--- src/rtl/prq_pkg.sv ---
package prq_pkg;
  localparam int unsigned MC_W = 2;

  typedef enum logic {
    SCH_IDLE = 1'b0,
    SCH_SEND = 1'b1
  } sch_state_e;

  function automatic logic [MC_W-1:0] mc_norm(input logic [MC_W-1:0] mc);
    return (mc == '0) ? MC_W'(1) : mc;
  endfunction
endpackage

--- src/rtl/prq_fifo.sv ---
module prq_fifo #(
  parameter int unsigned DEPTH = 4,
  parameter int unsigned EW    = 5
) (
  input  logic          clk,
  input  logic          rst_n,
  input  logic          push,
  input  logic [EW-1:0] push_data,
  input  logic          pop,
  output logic [EW-1:0] head,
  output logic          head_valid,
  output logic [EW-1:0] nxt,
  output logic          nxt_valid,
  output logic          full
);
  localparam int unsigned PTR_W = (DEPTH > 1) ? $clog2(DEPTH) : 1;
  localparam int unsigned CNT_W = $clog2(DEPTH + 1);

  logic [EW-1:0]    mem [DEPTH];
  logic [PTR_W-1:0] wptr_q, wptr_d, rptr_q, rptr_d, rptr_p1;
  logic [CNT_W-1:0] cnt_q, cnt_d;

  function automatic logic [PTR_W-1:0] ptr_inc(input logic [PTR_W-1:0] p);
    return (p == PTR_W'(DEPTH - 1)) ? '0 : p + PTR_W'(1);
  endfunction

  always_comb begin
    rptr_p1 = ptr_inc(rptr_q);
    wptr_d  = push ? ptr_inc(wptr_q) : wptr_q;
    rptr_d  = pop  ? rptr_p1 : rptr_q;
    cnt_d   = cnt_q;
    if (push && !pop)      cnt_d = cnt_q + CNT_W'(1);
    else if (pop && !push) cnt_d = cnt_q - CNT_W'(1);
  end

  always_ff @(posedge clk or negedge rst_n) begin
    if (!rst_n) begin
      wptr_q <= '0;
      rptr_q <= '0;
      cnt_q  <= '0;
    end else begin
      wptr_q <= wptr_d;
      rptr_q <= rptr_d;
      cnt_q  <= cnt_d;
    end
  end

  always_ff @(posedge clk) begin
    if (push) mem[wptr_q] <= push_data;
  end

  assign head       = mem[rptr_q];
  assign nxt        = mem[rptr_p1];
  assign head_valid = (cnt_q != '0);
  assign nxt_valid  = (cnt_q > CNT_W'(1));
  assign full       = (cnt_q == CNT_W'(DEPTH));
endmodule

--- src/rtl/prq_grpidx.sv ---
module prq_grpidx #(
  parameter int unsigned NUM_CH = 4,
  parameter int unsigned CH_W   = 2
) (
  input  logic                       clk,
  input  logic                       rst_n,
  input  logic                       push,
  input  logic [CH_W-1:0]            wr_chan,
  input  logic [NUM_CH*prq_pkg::MC_W-1:0] chan_mc,
  input  logic                       xfer_start,
  input  logic [CH_W-1:0]            xfer_chan,
  output logic [prq_pkg::MC_W-1:0]   cur_idx
);
  import prq_pkg::*;

  logic [MC_W-1:0] idx_q [NUM_CH];
  logic [MC_W-1:0] idx_d [NUM_CH];

  for (genvar c = 0; c < NUM_CH; c++) begin : g_ch
    logic [MC_W-1:0] mc_eff;
    logic [MC_W-1:0] idx_inc;
    assign mc_eff  = mc_norm(chan_mc[c*MC_W +: MC_W]);
    assign idx_inc = idx_q[c] + MC_W'(1);

    always_comb begin
      idx_d[c] = idx_q[c];
      if (xfer_start && (xfer_chan == CH_W'(c)))
        idx_d[c] = '0;
      else if (push && (wr_chan == CH_W'(c)))
        idx_d[c] = (idx_inc >= mc_eff) ? '0 : idx_inc;
    end

    always_ff @(posedge clk or negedge rst_n) begin
      if (!rst_n) idx_q[c] <= '0;
      else        idx_q[c] <= idx_d[c];
    end
  end

  assign cur_idx = idx_q[wr_chan];
endmodule

--- src/rtl/prq_sched.sv ---
module prq_sched #(
  parameter int unsigned CH_W = 2,
  parameter int unsigned FN_W = 11
) (
  input  logic                     clk,
  input  logic                     rst_n,
  input  logic                     sof,
  input  logic [FN_W-1:0]          frame_num,
  input  logic                     head_valid,
  input  logic [CH_W-1:0]          head_chan,
  input  logic [prq_pkg::MC_W-1:0] head_idx,
  input  logic                     head_odd,
  input  logic                     nxt_valid,
  input  logic [CH_W-1:0]          nxt_chan,
  input  logic [prq_pkg::MC_W-1:0] nxt_idx,
  input  logic                     nxt_odd,
  input  logic                     tx_done,
  output logic                     send,
  output logic                     pop
);
  import prq_pkg::*;

  sch_state_e      st_q, st_d;
  logic            par_q, par_d;
  logic [FN_W-1:0] fn_q, fn_d;
  logic            fn_vld_q, fn_vld_d;
  logic            sof_ok, cont;

  assign sof_ok = sof && !(fn_vld_q && (frame_num == fn_q));
  assign cont   = nxt_valid && (nxt_chan == head_chan) &&
                  (nxt_idx != '0) && (nxt_odd == par_q);
  assign send   = (st_q == SCH_SEND);
  assign pop    = send && tx_done;

  always_comb begin
    st_d     = st_q;
    par_d    = par_q;
    fn_d     = fn_q;
    fn_vld_d = fn_vld_q;
    if (sof_ok) begin
      fn_d     = frame_num;
      fn_vld_d = 1'b1;
    end
    case (st_q)
      SCH_IDLE: begin
        if (sof_ok && head_valid && (head_odd == frame_num[0])) begin
          st_d  = SCH_SEND;
          par_d = frame_num[0];
        end
      end
      SCH_SEND: begin
        if (tx_done) st_d = cont ? SCH_SEND : SCH_IDLE;
      end
      default: st_d = SCH_IDLE;
    endcase
  end

  always_ff @(posedge clk or negedge rst_n) begin
    if (!rst_n) begin
      st_q     <= SCH_IDLE;
      par_q    <= 1'b0;
      fn_q     <= '0;
      fn_vld_q <= 1'b0;
    end else begin
      st_q     <= st_d;
      par_q    <= par_d;
      fn_q     <= fn_d;
      fn_vld_q <= fn_vld_d;
    end
  end

  logic unused_hidx;
  assign unused_hidx = ^head_idx;
endmodule

--- src/rtl/prq_cmpl.sv ---
module prq_cmpl #(
  parameter int unsigned NUM_CH = 4,
  parameter int unsigned CH_W   = 2,
  parameter int unsigned PKT_W  = 8
) (
  input  logic             clk,
  input  logic             rst_n,
  input  logic             xfer_start,
  input  logic [CH_W-1:0]  xfer_chan,
  input  logic [PKT_W-1:0] xfer_pkts,
  input  logic             done,
  input  logic [CH_W-1:0]  done_chan,
  output logic             cmpl,
  output logic [CH_W-1:0]  cmpl_chan
);
  logic [PKT_W-1:0] rem_q [NUM_CH];
  logic [PKT_W-1:0] rem_d [NUM_CH];
  logic [NUM_CH-1:0] hit;
  logic              cmpl_d;
  logic [CH_W-1:0]   cchan_d;

  for (genvar c = 0; c < NUM_CH; c++) begin : g_ch
    logic ld, dec;
    assign ld  = xfer_start && (xfer_chan == CH_W'(c));
    assign dec = done && (done_chan == CH_W'(c)) && (rem_q[c] != '0);
    assign hit[c] = dec && !ld && (rem_q[c] == PKT_W'(1));

    always_comb begin
      rem_d[c] = rem_q[c];
      if (ld)       rem_d[c] = xfer_pkts;
      else if (dec) rem_d[c] = rem_q[c] - PKT_W'(1);
    end

    always_ff @(posedge clk or negedge rst_n) begin
      if (!rst_n) rem_q[c] <= '0;
      else        rem_q[c] <= rem_d[c];
    end
  end

  assign cmpl_d  = |hit;
  assign cchan_d = done_chan;

  always_ff @(posedge clk or negedge rst_n) begin
    if (!rst_n) begin
      cmpl      <= 1'b0;
      cmpl_chan <= '0;
    end else begin
      cmpl <= cmpl_d;
      if (cmpl_d) cmpl_chan <= cchan_d;
    end
  end
endmodule

--- src/rtl/periodic_req_queue.sv ---
module periodic_req_queue #(
  parameter int unsigned NUM_CH = 4,
  parameter int unsigned CH_W   = (NUM_CH > 1) ? $clog2(NUM_CH) : 1,
  parameter int unsigned DEPTH  = 4,
  parameter int unsigned PKT_W  = 8,
  parameter int unsigned FN_W   = 11
) (
  input  logic                     clk,
  input  logic                     rst_n,
  input  logic                     wr_valid,
  input  logic                     wr_last,
  input  logic [CH_W-1:0]          wr_chan,
  input  logic [NUM_CH-1:0]        chan_odd,
  input  logic [NUM_CH*2-1:0]      chan_mc,
  input  logic                     xfer_start,
  input  logic [CH_W-1:0]          xfer_chan,
  input  logic [PKT_W-1:0]         xfer_pkts,
  input  logic                     sof,
  input  logic [FN_W-1:0]          frame_num,
  input  logic                     tx_done,
  output logic                     tok_valid,
  output logic [CH_W-1:0]          tok_chan,
  output logic [1:0]               tok_idx,
  output logic                     xfer_cmpl,
  output logic [CH_W-1:0]          cmpl_chan,
  output logic                     q_full,
  output logic                     wr_err
);
  import prq_pkg::*;

  localparam int unsigned EW      = CH_W + MC_W + 1;
  localparam int unsigned IDX_LSB = CH_W;
  localparam int unsigned ODD_BIT = CH_W + MC_W;

  logic rst_s1, rst_sn;
  always_ff @(posedge clk or negedge rst_n) begin
    if (!rst_n) begin
      rst_s1 <= 1'b0;
      rst_sn <= 1'b0;
    end else begin
      rst_s1 <= 1'b1;
      rst_sn <= rst_s1;
    end
  end

  logic          push, pop, send, err_d;
  logic [EW-1:0] push_data, head, nxt;
  logic          head_valid, nxt_valid, full;
  logic [MC_W-1:0] cur_idx;

  assign push      = wr_valid && wr_last && !full;
  assign err_d     = wr_valid && wr_last && full;
  assign push_data = {chan_odd[wr_chan], cur_idx, wr_chan};

  prq_grpidx #(.NUM_CH(NUM_CH), .CH_W(CH_W)) u_idx (
    .clk(clk), .rst_n(rst_sn), .push(push), .wr_chan(wr_chan),
    .chan_mc(chan_mc), .xfer_start(xfer_start), .xfer_chan(xfer_chan),
    .cur_idx(cur_idx)
  );

  prq_fifo #(.DEPTH(DEPTH), .EW(EW)) u_fifo (
    .clk(clk), .rst_n(rst_sn), .push(push), .push_data(push_data),
    .pop(pop), .head(head), .head_valid(head_valid), .nxt(nxt),
    .nxt_valid(nxt_valid), .full(full)
  );

  prq_sched #(.CH_W(CH_W), .FN_W(FN_W)) u_sched (
    .clk(clk), .rst_n(rst_sn), .sof(sof), .frame_num(frame_num),
    .head_valid(head_valid), .head_chan(head[CH_W-1:0]),
    .head_idx(head[IDX_LSB +: MC_W]), .head_odd(head[ODD_BIT]),
    .nxt_valid(nxt_valid), .nxt_chan(nxt[CH_W-1:0]),
    .nxt_idx(nxt[IDX_LSB +: MC_W]), .nxt_odd(nxt[ODD_BIT]),
    .tx_done(tx_done), .send(send), .pop(pop)
  );

  prq_cmpl #(.NUM_CH(NUM_CH), .CH_W(CH_W), .PKT_W(PKT_W)) u_cmpl (
    .clk(clk), .rst_n(rst_sn), .xfer_start(xfer_start),
    .xfer_chan(xfer_chan), .xfer_pkts(xfer_pkts), .done(pop),
    .done_chan(head[CH_W-1:0]), .cmpl(xfer_cmpl), .cmpl_chan(cmpl_chan)
  );

  always_ff @(posedge clk or negedge rst_sn) begin
    if (!rst_sn) wr_err <= 1'b0;
    else         wr_err <= err_d;
  end

  assign tok_valid = send;
  assign tok_chan  = send ? head[CH_W-1:0] : '0;
  assign tok_idx   = send ? head[IDX_LSB +: MC_W] : '0;
  assign q_full    = full;
endmodule

--- config.mk ---
export PLATFORM = sky130hd
export DESIGN_NAME = periodic_req_queue
export DESIGN_NICKNAME = d
export VERILOG_FILES = /design/src/rtl/prq_pkg.sv /design/src/rtl/prq_fifo.sv /design/src/rtl/prq_grpidx.sv /design/src/rtl/prq_sched.sv /design/src/rtl/prq_cmpl.sv /design/src/rtl/periodic_req_queue.sv
export SDC_FILE = /design/constraint.sdc
export NUM_CORES = 1
export LEC_CHECK = 0
export BUFFER_PORTS_ARGS = -buffer_cell sky130_fd_sc_hd__buf_2
export CAP_MARGIN = 20
export CELL_PAD_IN_SITES_DETAIL_PLACEMENT = 1
export CELL_PAD_IN_SITES_GLOBAL_PLACEMENT = 2
export CORE_ASPECT_RATIO = 1.4
export CORE_UTILIZATION = 42
export CTS_CLUSTER_DIAMETER = 60
export CTS_CLUSTER_SIZE = 24
export DETAILED_ROUTE_END_ITERATION = 16
export GPL_TIMING_DRIVEN = 1
export PLACE_DENSITY_LB_ADDON = 0.1
export REMOVE_ABC_BUFFERS = 1
export SETUP_SLACK_MARGIN = 0.5
export SLEW_MARGIN = 20
export SYNTH_ARGS = -nofsm -noshare
export SYNTH_HDL_FRONTEND = slang
export SYNTH_SLANG_ARGS = --single-unit
--- constraint.sdc ---
create_clock -name clk -period 5.4 [get_ports clk]
set_input_delay 1.08 -clock clk [delete_from_list [all_inputs] [get_ports clk]]
set_output_delay 1.08 -clock clk [all_outputs]
set_load 0.03 [all_outputs]
==> flow_metrics.tcl <==
set metrics [dict create \
    result_of_the_run "finished clean" \
    route.detailed.vias_per_inst 5.48 \
    wl_met2_um 6250 \
    setup_tns_ps 0 \
    via_count 3643 \
    timing.max_cap.violations 0 \
    crit_family "multiplexers" \
    async_flop_share 0.770 \
    max-slew-margin-rel 0.429 \
    dp_hpwl_um 8710 \
    insertion_delay_ps 340 \
    power.ir.vdd_worst_v 0.000156 \
    synthToLayoutAreaGrowth_pct 13.4 \
    multiInputGateArea_um2 2530 \
    total_met3_wirelength_after_detailed_routing_um 291 \
    holdCritPathClass "reg2reg" \
    wirelength_um 11800 \
    comb_power_share 0.358 \
    number_of_global_route_vias_before_repair 3923 \
    area.sequential_um2 2280 \
    detailedPlace.worstSlack_ps 2360 \
    fp.dieH_um 131 \
    clock-skew-final_ps 4.80 \
    grt_first_pass_wirelength_um 19600 \
    postSynthRegisterBits 87 \
    critical_path.cell_chain "mux4_2, inv_2, nor2_1, buf_2" \
    grt_remaining_overflow 0 \
    leading_cell_type_in_the_layout_fill_and_taps_excluded "dfrtp_1" \
    wl_per_cell_um 17.7 \
    seq_area_frac_synth 0.459 \
    max_slew_violation_count 0 \
    final_replace_weighted_congestion 0.781 \
    layout_common_cells "dfrtp_1, buf_2, nor2_1" \
    p_sw_frac 0.372 \
    tritoncts_clock_tree "yes" \
    die-area_um2 12300 \
    antenna-diode-count 0 \
    final.min_clock_period_ps 3170 \
    post_synth_num_cell_types 59 \
    nNetsFinal 588 \
    n_fill_cell 1288 \
    ys.flop_type "dfrtp_1" \
    groute.usage.overall 0.212 \
    cts.reportedPaths.clkPinSlew_ps 60 \
    internal_power_uw 1600 \
    syn_avg_cell_area_um2 10.7 \
    cts_max_path_buffers 2 \
    critical_path_arrival_ps 2090 \
    yosysWarnings 0 \
    mappedNetlistArea_um2 4960 \
    fmaxAchievable_ghz 0.316 \
    worst-r2r-setup-slack_ps 2670 \
    syn-instance-count 465 \
    core-area_um2 11400 \
    rsz_0062_raised_after_global_routing "no" \
    antenna_left 0 \
    cts_max_level 3 \
    drt-initial-drc-count 63 \
    holdPathEnd "rst_sn$_DFF_PN0_" \
    cts_buffers 9 \
    crit-reg2reg-capture "u_cmpl.rem_q[20]$_DFFE_PN0P_" \
    ff2ff_path_depth 5 \
    synth-edff-count 20 \
    timing_worst_setup_path_type "reg2out" \
    number_of_sinks_handled_by_clock_tree_synthesis 87 \
    holdBufCountCts 0 \
    die_w_um 93.8 \
    pwr-share-seq 0.411 \
    drc 0 \
    setup_viol 0 \
    cp.buffers_inverters 2 \
    crit-reg2reg-launch "u_fifo.rptr_q[0]$_DFFE_PN0P_" \
    ctsRootBufferMaster "clkbuf_16" \
    min_from "rst_s1$_DFF_PN0_" \
    worst-slew-pin-transition_ps 856 \
    type_of_element_launching_the_critical_path "flip-flop" \
    critical-path-slowest-cell "mux4_2" \
    worst_path_largest_cell_delay_ps 690 \
    hold_violations 0 \
    cts-resized-gates 0 \
    largest_net_degree_at_the_start_of_global_routing 66 \
    worst_slack_ps 2230 \
    cp_data_required_time_ps 4320 \
    cp_max_fo 13 \
    net-switching-power_uw 946 \
    route.layer.met1.wl_um 5080 \
    effective_utilization_at_floorplan 0.435 \
    final.period_utilization 0.587 \
    grt_antenna_before_repair 0 \
    post_route_cells_drive_above_1_share 0.194 \
    top_signal_layer_used "met4" \
    leakage_uw 0.00235 \
    postCtsSetupRepairBufs 0 \
    pwr-share-clk 0.231 \
    whs_path_depth 0 \
    core.rowCount 46 \
    crit_path_end_kind "primary output" \
    drtPass1Iterations 6 \
    total_power_divided_by_cell_area_nw_per_um2 452 \
    port_buffers 51 \
    io-pin-count 52 \
]
[cells by family after synthesis]
kind of cell | after synthesis | share of synthesized area
flip-flops | 87 | 0.459
other | 1 | 0.000756
buffers and inverters | 37 | 0.0300
XOR/XNOR | 46 | 0.0813
AO/OA/AOI/OAI | 72 | 0.0949
AND/OR/NAND/NOR | 163 | 0.171
multiplexers | 29 | 0.0876
adder cells (fa/ha/maj) | 30 | 0.0757
[synthesized netlist by cell type (3+ instances only)]
library cell  instances  share of area
edfxtp_1             20           0.12
mux2i_1               4         0.0081
nand3_1              12          0.012
nor3_1               10          0.010
nand3b_1              7          0.011
and2_1                9          0.011
o31ai_1               6         0.0091
or4b_2                3         0.0061
mux4_2               10          0.045
or3_1                 3         0.0038
nor2_1               45          0.034
inv_1                22          0.017
xnor2_1              27          0.048
dfrtp_1              67           0.34
nand4_1               5         0.0063
nor4b_1               3         0.0053
nand4b_1              3         0.0053
a31oi_1               4         0.0050
a21oi_1              26          0.026
nand2b_1             10          0.013
o21ai_0              18          0.018
clkbuf_1              8         0.0061
xor2_1               19          0.034
mux2_2               14          0.032
ha_1                 30          0.076
or4_1                 5         0.0076
nand2_1              35          0.026
nor4_1                4         0.0050
[sequential cells by signal, summed over array words and instances (netlist names)]
name              count
u_cmpl.cmpl           1
u_sched.fn_vld_q      1
u_fifo.cnt_q          3
u_idx.idx_q           8
rst_s1                1
u_cmpl.cmpl_chan      2
u_cmpl.rem_q         32
u_sched.par_q         1
wr_err                1
u_sched.fn_q         11
u_fifo.rptr_q         2
u_fifo.wptr_q         2
rst_sn                1
u_fifo.mem           20
u_sched.send          1
[per-layer routing]
layer | track usage | vias to the layer above
met3 | 0.0330 | 11
met5 | 0 | -
met4 | 0.0814 | 0
li1 | - | 1746
met2 | 0.383 | 50
met1 | 0.252 | 1836
[through the flow]
stage	power (uW)	area [um^2]	hold WS [ps]	instances	utilization
after global routing	2740	5620	377	665	0.494
after CTS	2570	5620	363	665	0.494
after floorplan	1700	4900	331	452	-
final	2540	5620	353	665	0.494
after global placement	1920	5350	344	649	0.470
after detailed placement	1970	5350	338	649	0.470
[final cells by class]
| class | instances | share of cell area |
|---|---|---|
| clock buffers | 15 | 0.0476 |
| clock inverters | 1 | 0.000890 |
| inverters | 24 | 0.0160 |
| multi-input cells | 341 | 0.450 |
| flip-flops and latches | 87 | 0.405 |
| well taps | 144 | 0.0320 |
| repair buffers | 53 | 0.0481 |
[worst max path at each step]
stage                                       from                         endpoint  cells after the start
finish              u_fifo.rptr_q[0]$_DFFE_PN0P_                      tok_chan[1]                      4
global route        u_fifo.rptr_q[0]$_DFFE_PN0P_                      tok_chan[1]                      4
CTS                 u_fifo.rptr_q[0]$_DFFE_PN0P_                      tok_chan[1]                      4
detailed placement                       tx_done      u_cmpl.rem_q[4]$_DFFE_PN0P_                      7
global placement                      xfer_start       u_idx.idx_q[1]$_DFFE_PN0P_                      5
floorplan                           xfer_chan[0]  u_cmpl.cmpl_chan[0]$_DFFE_PN0P_                      5
[power groups by stage]
stage          sequential [uW]  combinational, uW  clock (uW)
3_3_place_gp              1040                884           0
4_1_cts                   1050                926         603
5_1_grt                   1070               1040         625
6_report                  1050                909         587
2_1_floorplan             1010                693           0
3_5_place_dp              1060                917           0
Power figures use the tool's default switching activity.
